<file path="src/rtl/prg_map_pkg.sv">
package prg_map_pkg;

    // Width of the in-bank byte offset (8 KB banks)
    localparam int OFFSET_BITS = 13;

    // Select-index values that target the program bank registers
    localparam logic [2:0] IDX_BANK0 = 3'd6;
    localparam logic [2:0] IDX_BANK1 = 3'd7;

    // Mirroring code reported at the top
    typedef enum logic [1:0] {
        MIR_VERT  = 2'd0,
        MIR_HORIZ = 2'd1,
        MIR_FOUR  = 2'd2
    } mirror_e;

    // Write-strobe tracking states
    typedef enum logic {
        WR_IDLE = 1'b0,
        WR_HELD = 1'b1
    } wr_state_e;

    // Register key built from {addr[14:13], addr[0]}
    typedef enum logic [2:0] {
        KEY_SELECT = 3'b000,
        KEY_BANKDAT = 3'b001,
        KEY_MIRROR = 3'b010,
        KEY_SPARE3 = 3'b011,
        KEY_SPARE4 = 3'b100,
        KEY_SPARE5 = 3'b101,
        KEY_SPARE6 = 3'b110,
        KEY_SPARE7 = 3'b111
    } reg_key_e;

endpackage

</file>
<file path="src/rtl/wr_strobe_fsm.sv">
module wr_strobe_fsm
    import prg_map_pkg::*;
(
    input  logic clk,
    input  logic rst_n,
    input  logic cpu_wr,
    output logic wr_commit
);

    wr_state_e state_q;
    wr_state_e state_d;

    // State register
    always_ff @(posedge clk or negedge rst_n) begin
        if (!rst_n) begin
            state_q <= WR_IDLE;
        end else begin
            state_q <= state_d;
        end
    end

    // Next-state logic
    always_comb begin
        state_d = state_q;
        unique case (state_q)
            WR_IDLE: if (cpu_wr)  state_d = WR_HELD;
            WR_HELD: if (!cpu_wr) state_d = WR_IDLE;
        endcase
    end

    // Output: one commit per strobe, on the edge that leaves WR_IDLE
    always_comb begin
        wr_commit = 1'b0;
        unique case (state_q)
            WR_IDLE: wr_commit = cpu_wr;
            WR_HELD: wr_commit = 1'b0;
        endcase
    end

    // a commit is never followed by another commit on the next edge
    a_r10_single_commit: assert property (@(posedge clk) disable iff (!rst_n)
        wr_commit |=> !wr_commit);

    // a strobe still high after a commit keeps the machine quiet
    a_r10_held_quiet: assert property (@(posedge clk) disable iff (!rst_n)
        (wr_commit && cpu_wr) |=> (cpu_wr |-> !wr_commit));

endmodule

</file>
<file path="src/rtl/prg_bank_regs.sv">
module prg_bank_regs
    import prg_map_pkg::*;
#(
    parameter int BANK_BITS = 4
) (
    input  logic                 clk,
    input  logic                 rst_n,
    input  logic                 wr_commit,
    input  logic [15:0]          cpu_addr,
    input  logic [7:0]           cpu_data,
    input  logic                 four_screen,
    output logic [BANK_BITS-1:0] bank0,
    output logic [BANK_BITS-1:0] bank1,
    output logic                 swap,
    output logic                 mirror_horiz
);

    logic [BANK_BITS-1:0] bank0_q;
    logic [BANK_BITS-1:0] bank1_q;
    logic [2:0]           idx_q;
    logic                 swap_q;
    logic                 mirror_q;

    reg_key_e key;
    logic     reg_hit;
    logic     unused_bits;

    assign key         = reg_key_e'({cpu_addr[14:13], cpu_addr[0]});
    assign reg_hit     = wr_commit && cpu_addr[15];
    assign unused_bits = ^{cpu_addr[12:1], cpu_data};

    always_ff @(posedge clk or negedge rst_n) begin
        if (!rst_n) begin
            bank0_q  <= '0;
            bank1_q  <= BANK_BITS'(1);
            idx_q    <= '0;
            swap_q   <= 1'b0;
            mirror_q <= 1'b0;
        end else if (reg_hit) begin
            case (key)
                KEY_SELECT: begin
                    idx_q  <= cpu_data[2:0];
                    swap_q <= cpu_data[6];
                end
                KEY_BANKDAT: begin
                    if (idx_q == IDX_BANK0) bank0_q <= cpu_data[BANK_BITS-1:0];
                    if (idx_q == IDX_BANK1) bank1_q <= cpu_data[BANK_BITS-1:0];
                end
                KEY_MIRROR: begin
                    if (!four_screen) mirror_q <= cpu_data[0];
                end
                default: ;
            endcase
        end
    end

    assign bank0        = bank0_q;
    assign bank1        = bank1_q;
    assign swap         = swap_q;
    assign mirror_horiz = mirror_q;

    // state moves only on a committed write
    a_r10_hold_without_commit: assert property (@(posedge clk) disable iff (!rst_n)
        !wr_commit |=> $stable({bank0_q, bank1_q, idx_q, swap_q, mirror_q}));

    // commits below 0x8000 touch nothing
    a_r2_low_half_ignored: assert property (@(posedge clk) disable iff (!rst_n)
        (wr_commit && !cpu_addr[15]) |=> $stable({bank0_q, bank1_q, idx_q, swap_q, mirror_q}));

    // bank data with a character index leaves program banks alone
    a_r4_low_index_ignored: assert property (@(posedge clk) disable iff (!rst_n)
        (reg_hit && key == KEY_BANKDAT && idx_q < IDX_BANK0) |=> $stable({bank0_q, bank1_q}));

    // mirroring bit frozen under four-screen
    a_r9_four_screen_holds: assert property (@(posedge clk) disable iff (!rst_n)
        four_screen |=> $stable(mirror_q));

    // spare registers are inert
    a_r11_spare_inert: assert property (@(posedge clk) disable iff (!rst_n)
        (reg_hit && key inside {KEY_SPARE3, KEY_SPARE4, KEY_SPARE5, KEY_SPARE6, KEY_SPARE7})
        |=> $stable({bank0_q, bank1_q, idx_q, swap_q, mirror_q}));

endmodule

</file>
<file path="src/rtl/prg_window_map.sv">
module prg_window_map
    import prg_map_pkg::*;
#(
    parameter int PRG_BANKS = 16,
    localparam int BANK_BITS = $clog2(PRG_BANKS),
    localparam int PRG_AW = BANK_BITS + OFFSET_BITS
) (
    input  logic [14:0]          cpu_off,
    input  logic [BANK_BITS-1:0] bank0,
    input  logic [BANK_BITS-1:0] bank1,
    input  logic                 swap,
    output logic [PRG_AW-1:0]    prg_addr
);

    localparam logic [BANK_BITS-1:0] LAST_BANK   = BANK_BITS'(PRG_BANKS - 1);
    localparam logic [BANK_BITS-1:0] PENULT_BANK = BANK_BITS'(PRG_BANKS - 2);

    logic [1:0]           slot;
    logic [BANK_BITS-1:0] slot_bank [4];
    logic [BANK_BITS-1:0] sel_bank;

    assign slot = cpu_off[14:13];

    always_comb begin
        slot_bank[1] = bank1;
        slot_bank[3] = LAST_BANK;
        if (swap) begin
            slot_bank[0] = PENULT_BANK;
            slot_bank[2] = bank0;
        end else begin
            slot_bank[0] = bank0;
            slot_bank[2] = PENULT_BANK;
        end
        sel_bank = slot_bank[slot];
        prg_addr = {sel_bank, cpu_off[OFFSET_BITS-1:0]};
    end

    // top slot always the last bank, slot 1 always bank 1
    always_comb begin
        a_r5_last_slot_fixed: assert (slot != 2'd3 || prg_addr[PRG_AW-1:OFFSET_BITS] == LAST_BANK);
        a_r6_slot1_bank1: assert (slot != 2'd1 || prg_addr[PRG_AW-1:OFFSET_BITS] == bank1);
        a_r7_offset_passthru: assert (prg_addr[OFFSET_BITS-1:0] == cpu_off[OFFSET_BITS-1:0]);
    end

endmodule

</file>
<file path="src/rtl/prg_bank_mapper.sv">
module prg_bank_mapper
    import prg_map_pkg::*;
#(
    parameter int PRG_BANKS = 16,
    localparam int BANK_BITS = $clog2(PRG_BANKS),
    localparam int PRG_AW = BANK_BITS + OFFSET_BITS
) (
    input  logic              clk,
    input  logic              rst_n,
    input  logic [15:0]       cpu_addr,
    input  logic [7:0]        cpu_data,
    input  logic              cpu_wr,
    input  logic              four_screen,
    output logic [PRG_AW-1:0] prg_addr,
    output logic [1:0]        mirror_mode
);

    logic                 wr_commit;
    logic [BANK_BITS-1:0] bank0;
    logic [BANK_BITS-1:0] bank1;
    logic                 swap;
    logic                 mirror_horiz;

    wr_strobe_fsm i_wr_fsm (
        .clk       (clk),
        .rst_n     (rst_n),
        .cpu_wr    (cpu_wr),
        .wr_commit (wr_commit)
    );

    prg_bank_regs #(.BANK_BITS(BANK_BITS)) i_regs (
        .clk          (clk),
        .rst_n        (rst_n),
        .wr_commit    (wr_commit),
        .cpu_addr     (cpu_addr),
        .cpu_data     (cpu_data),
        .four_screen  (four_screen),
        .bank0        (bank0),
        .bank1        (bank1),
        .swap         (swap),
        .mirror_horiz (mirror_horiz)
    );

    prg_window_map #(.PRG_BANKS(PRG_BANKS)) i_map (
        .cpu_off  (cpu_addr[14:0]),
        .bank0    (bank0),
        .bank1    (bank1),
        .swap     (swap),
        .prg_addr (prg_addr)
    );

    always_comb begin
        if (four_screen)       mirror_mode = MIR_FOUR;
        else if (mirror_horiz) mirror_mode = MIR_HORIZ;
        else                   mirror_mode = MIR_VERT;
    end

    // without the override, only vertical or horizontal is reported
    a_r8_two_codes: assert property (@(posedge clk) disable iff (!rst_n)
        !four_screen |-> (mirror_mode == MIR_VERT || mirror_mode == MIR_HORIZ));

endmodule

</file>
<file path="config.mk">
export PLATFORM = sky130hd
export DESIGN_NAME = prg_bank_mapper
export DESIGN_NICKNAME = d
export VERILOG_FILES = /design/src/rtl/prg_map_pkg.sv /design/src/rtl/wr_strobe_fsm.sv /design/src/rtl/prg_bank_regs.sv /design/src/rtl/prg_window_map.sv /design/src/rtl/prg_bank_mapper.sv
export SDC_FILE = /design/constraint.sdc
export NUM_CORES = 1
export LEC_CHECK = 0
export BUFFER_PORTS_ARGS = -buffer_cell sky130_fd_sc_hd__buf_4
export CORE_MARGIN = 2
export CORE_UTILIZATION = 40
export DETAILED_ROUTE_END_ITERATION = 8
export GPL_TIMING_DRIVEN = 0
export PLACE_DENSITY = 0.75
export REMOVE_ABC_BUFFERS = 1
export SYNTH_ARGS = -nofsm -noshare
export SYNTH_HDL_FRONTEND = slang
export SYNTH_SLANG_ARGS = --single-unit
</file>
<file path="constraint.sdc">
create_clock -name clk -period 2 [get_ports clk]
set_input_delay 0.2 -clock clk [delete_from_list [all_inputs] [get_ports clk]]
set_output_delay 0.2 -clock clk [all_outputs]
set_load 0.1 [all_outputs]
</file>
# [After elaboration in Yosys (flattened, before gate mapping)]
# Index checks and enable logic that the tools add are counted.
[classes] order_cmp=1 eq_ne=4 muxes=9 n_bitwise=3 n_reduce_logical=6
[ops] op="$mux W4" count=4
[ops] op="$reduce_and A3 Y1" count=3
[ops] op="$bmux W4 S2" count=1
[ops] op="$eq A3 B3 Y1 const B" count=2
[ops] op="$eq A3 B1 Y1 const B" count=1
[ops] op="$eq A3 B2 Y1 const B" count=1
[ops] op="$ge A3 B3 Y1 const B" count=1
[ops] op="$logic_not A3 Y1" count=1
[ops] op="$not A2 Y3" count=1
[ops] op="$mux W1" count=2
[ops] op="$mux W2" count=1
[ops] op="$not A1 Y1" count=2
[ops] op="$pmux W1 S2" count=1
[ops] op="$reduce_and A2 Y1" count=1
[ops] op="$logic_and A1 B1 Y1" count=1
[totals] regBits=14 input_bits=28 output_inout_bits=19 wordCells=29

# [Depth between registers and ports, before layout]
[depth] depth_word=4 depth_mapped=4 depth_no_buf=3

# [By module]
# A second synthesis with hierarchy kept.
[unflattened] cells_unflattened=59 hier_area_um2=798.3
[by_module_without_submodules] mod="prg_bank_regs" n_inst=1 cells_per_inst=33 area_per_inst_um2=568.0 seq_area_each_um2=326.6
[by_module_without_submodules] mod="prg_window_map" n_inst=1 cells_per_inst=22 area_per_inst_um2=170.2 seq_area_each_um2=0.0
[by_module_without_submodules] mod="wr_strobe_fsm" n_inst=1 cells_per_inst=2 area_per_inst_um2=38.8 seq_area_each_um2=25.0
[by_module_without_submodules] mod="prg_bank_mapper" n_inst=1 cells_per_inst=2 area_per_inst_um2=21.3 seq_area_each_um2=0.0

# [Worst setup path after synthesis]
# No wires, ideal clock.
[synth_path] path_kind="register to output" start="register i_regs.swap_q, in the netlist i_regs.swap" end="output prg_addr[13]" arrival_time_ps=2673 setup_slack_ps=-873 path_stages_with_launch=4 path_cell_list="dfrtp_1 nor3_1 a21oi_1 o21ai_0"
[synth_via] elab_chain_cells=4 word_cells_on_any_way=5 classes_between="mux: 5"
[synth_rtl] item="start, declared" line="prg_bank_regs.sv:21" rtl="logic swap_q;"
[synth_rtl] item="start signal, assigned" line="prg_bank_regs.sv:43" rtl="swap_q <= cpu_data[6];"
[synth_rtl] item="$mux W4" line="prg_window_map.sv:27" rtl="if (swap) begin"
[synth_rtl] item="$bmux W4 S2 (*)" line="prg_window_map.sv:34" rtl="sel_bank = slot_bank[slot];"
[synth_rtl] item="$mux W4 (implied by the code) (*) (2 in series)" line="prg_window_map.sv:34"
[synth_rtl] item="end, declared" line="prg_bank_mapper.sv:14" rtl="output logic [PRG_AW-1:0] prg_addr,"
# Mark *: on every way between the ends. The rest lies on a longest branch, timed or not. The select of a mux whose other input is x is not followed.

# [Worst setup path in the final report]
[layout_path] start="register i_regs.swap_q, in the netlist i_regs.swap" end="output prg_addr[14]"
# The elaborated chain is that of the path after synthesis.

==> metrics.md <==
| Metric | Value |
|---|---|
| Status | `completed` |
| Number of setup violations in the final report | `0` |
| Port bufs | `19` |
| Synth cell types | `22` |
| Fin Clk Skew | `0.006395 ns` |
| Worst Setup SP | `i_regs.swap` |
| First-pass detailed-route iteration total | `4` |
| Layout area overhead | `12.82%` |
| Most common cell after layout, fill and taps aside | `buf_4` |
| Unrepaired setup endpoints after global routing | `false` |
| Post-Syn Instances | `63` |
| Post-synthesis sequential area ratio | `45.03%` |
| Postcts setup bufs | `0` |
| Worst-skew pair later-pin latency | `0.28 ns` |
| Crit Path Class | `reg -> out` |
| Pwr per Cell Area | `823.0 nW/um^2` |
| Setup tns final | `0 ns` |
| Chip width | `48.18 um` |
| DRT antenna net count | `0` |
| Max VDD drop | `0.3975 mV` |
| Cts hold-fix bufs | `1` |
| DRT Wirelength | `1603 um` |
| Number of global-route vias before repair | `470` |
| TritonCTS Sinks | `14` |
| Avg Vias per Cell | `5.240` |
| TritonCTS clock tree | `built` |
| Share of layout cells above drive strength 1 | `56.34%` |
| Core area | `1783 um^2` |
| Initial antenna violation count | `0` |
| Synthesized area per cell | `12.39 um^2` |
| Fmax | `595.6 MHz` |
| YS warnings | `0` |
| # DRC | `0` |
| I/O pin cnt | `47` |
| Final Critical Period | `1.679 ns` |
| Vias | `503` |
| Final hold vios | `0` |
| Fin nets | `100` |
| Clock slew at reported path FFs | `0.08 ns` |
| Reg2Reg Launch Point | `i_wr_fsm.state_q` |
| Die area | `2321 um^2` |
| Total global-route track usage | `16.56%` |
| Post-CTS sizing | `0` |
| Register bit count reported by yosys | `14` |
| Row cnt | `15` |
| Die height | `48.18 um` |
| GRT overflow | `0` |
| Worst Path Required | `1.80 ns` |
| Initial DRC Count | `3` |
| FF-to-FF path depth | `3` |
| GP Congestion | `0.7231` |
| Largest net degree at the start of global routing | `15` |
| Initial core utilization | `43.79%` |
| Final Util | `49.40%` |
| Final Non-Filler Cells | `96` |
| CP Launch Type | `register` |
| WL/cell | `16.70 um` |
| Cell total after placement | `91` |
| Max Fanout on Critical Path | `4` |
| Period Utilization, post-route | `83.95%` |
| WHS Path Cells | `1` |
| Worst slew pin tran | `0.3455 ns` |
| Final Max Tran Viols | `0` |
| Layout fillers | `154` |
| Commonest non-fill, non-tap cells in the layout | `19 x buf_4, 13 x dfrtp_1, 9 x mux2_2, 4 x mux2_4` |
| Worst path arrival time | `1.48 ns` |
| Setup crit end kind | `output pin` |
| Hold path startpoint | `cpu_wr` |
| Syn Std Cell Area | `780.7 um^2` |
| Max_slew headroom | `76.84%` |
| Leakage | `0.0004206 uW` |
| MaxCap Viol Count | `0` |
| N_diodes | `0` |
| Hold Crit Class | `in -> reg` |
| H-tree Lvls | `1` |
| Longest Clk Path Bufs | `2` |
| Root Driver | `clkbuf_4` |
| Num CTS Buffers | `3` |
| Post-DP HPWL | `1260 um` |
| Global-route wire length before repair | `2394 um` |
## worst max-delay path: stages, from the launching register on
cell,delay (ns)
dfrtp_1,0.41
xor2_1,0.29
o32a_1,0.20
buf_4,0.29
## state kept, by name (all words and copies together) (netlist names)
name and cells:
i_regs.swap 1, i_regs.mirror_horiz 1, i_regs.bank0 4, i_regs.bank1 4, i_regs.idx_q 3, i_wr_fsm.state_q 1
## cell families (layout without fill, tap and decap cells)
logic type | Yosys count | count (layout) | synth area share, %
multiplexers | 13 | 13 | 20.67
buffers and inverters | 18 | 26 | 16.35
AND/OR/NAND/NOR | 11 | 11 | 11.06
flip-flops | 14 | 14 | 45.03
AO/OA/AOI/OAI | 6 | 6 | 5.769
XOR/XNOR | 1 | 1 | 1.122
## cells in the mapped netlist (all sizes together)
cell / count / area [um^2]
nor4: 1 / 6.260
mux2: 13 / 161.4
nor3: 2 / 15.01
inv: 2 / 7.510
or4: 1 / 7.510
or4b: 1 / 13.76
xor2: 1 / 8.760
nand4: 1 / 6.260
o21ai: 2 / 10.01
buf: 15 / 116.4
dfrtp: 13 / 325.3
clkbuf: 1 / 3.750
nand3b: 1 / 7.510
dfstp: 1 / 26.28
nor2b: 1 / 6.260
nand2b: 2 / 12.51
or3: 1 / 11.26
a21oi: 1 / 5.000
o32a: 3 / 30.03
## where the power goes
part / switching, uW / leakage [uW] / internal, uW / total, uW
logic: 138 / 0.000216 / 64.0 / 202
clock network: 92.2 / 0.0000210 / 111 / 203
registers: 15.2 / 0.000184 / 305 / 320
total: 245 / 0.000421 / 480 / 725
## path summary, 6_finish.rpt
check                      slack (ns)                  end
max in group asynchronous        1.47      i_regs.bank1[0]
min reg2reg                      0.51  i_regs.mirror_horiz
max                              0.32         prg_addr[14]
min in group asynchronous        0.29      i_regs.bank0[0]
max reg2reg                      0.33      i_regs.bank1[1]
min                              0.04     i_wr_fsm.state_q
## layout make-up
class	instances	area [um^2]	share of cell area (%)
multi-input combinational	31	301.5	34.23
sequential	14	351.6	39.91
clock buffer	4	36.28	4.119
inverter	2	7.507	0.8523
tap	25	31.28	3.551
timing repair buffer	20	152.6	17.33
## metrics by stage
stage	hold slack, ns	setup slack (ns)	total power [uW]	area, um^2
final	0.04329	0.3210	724.9	880.8
after CTS	0.03100	0.3173	733.8	880.8
after global routing	0.01813	0.2512	758.0	880.8
after global placement	0.05599	0.2970	521.6	834.6
after detailed placement	0.06025	0.2855	526.0	834.6
after floorplan	-0.09559	-0.8726	458.3	660.6
## routing by layer
metal	global-route usage [%]	routed length, um	vias to the layer above
met5	0	0	-
met2	21.32	692	26
met4	8.108	19	0
met3	12.96	185	2
met1	19.77	705	251
li1	-	-	224
Power figures use the tool's default switching activity.
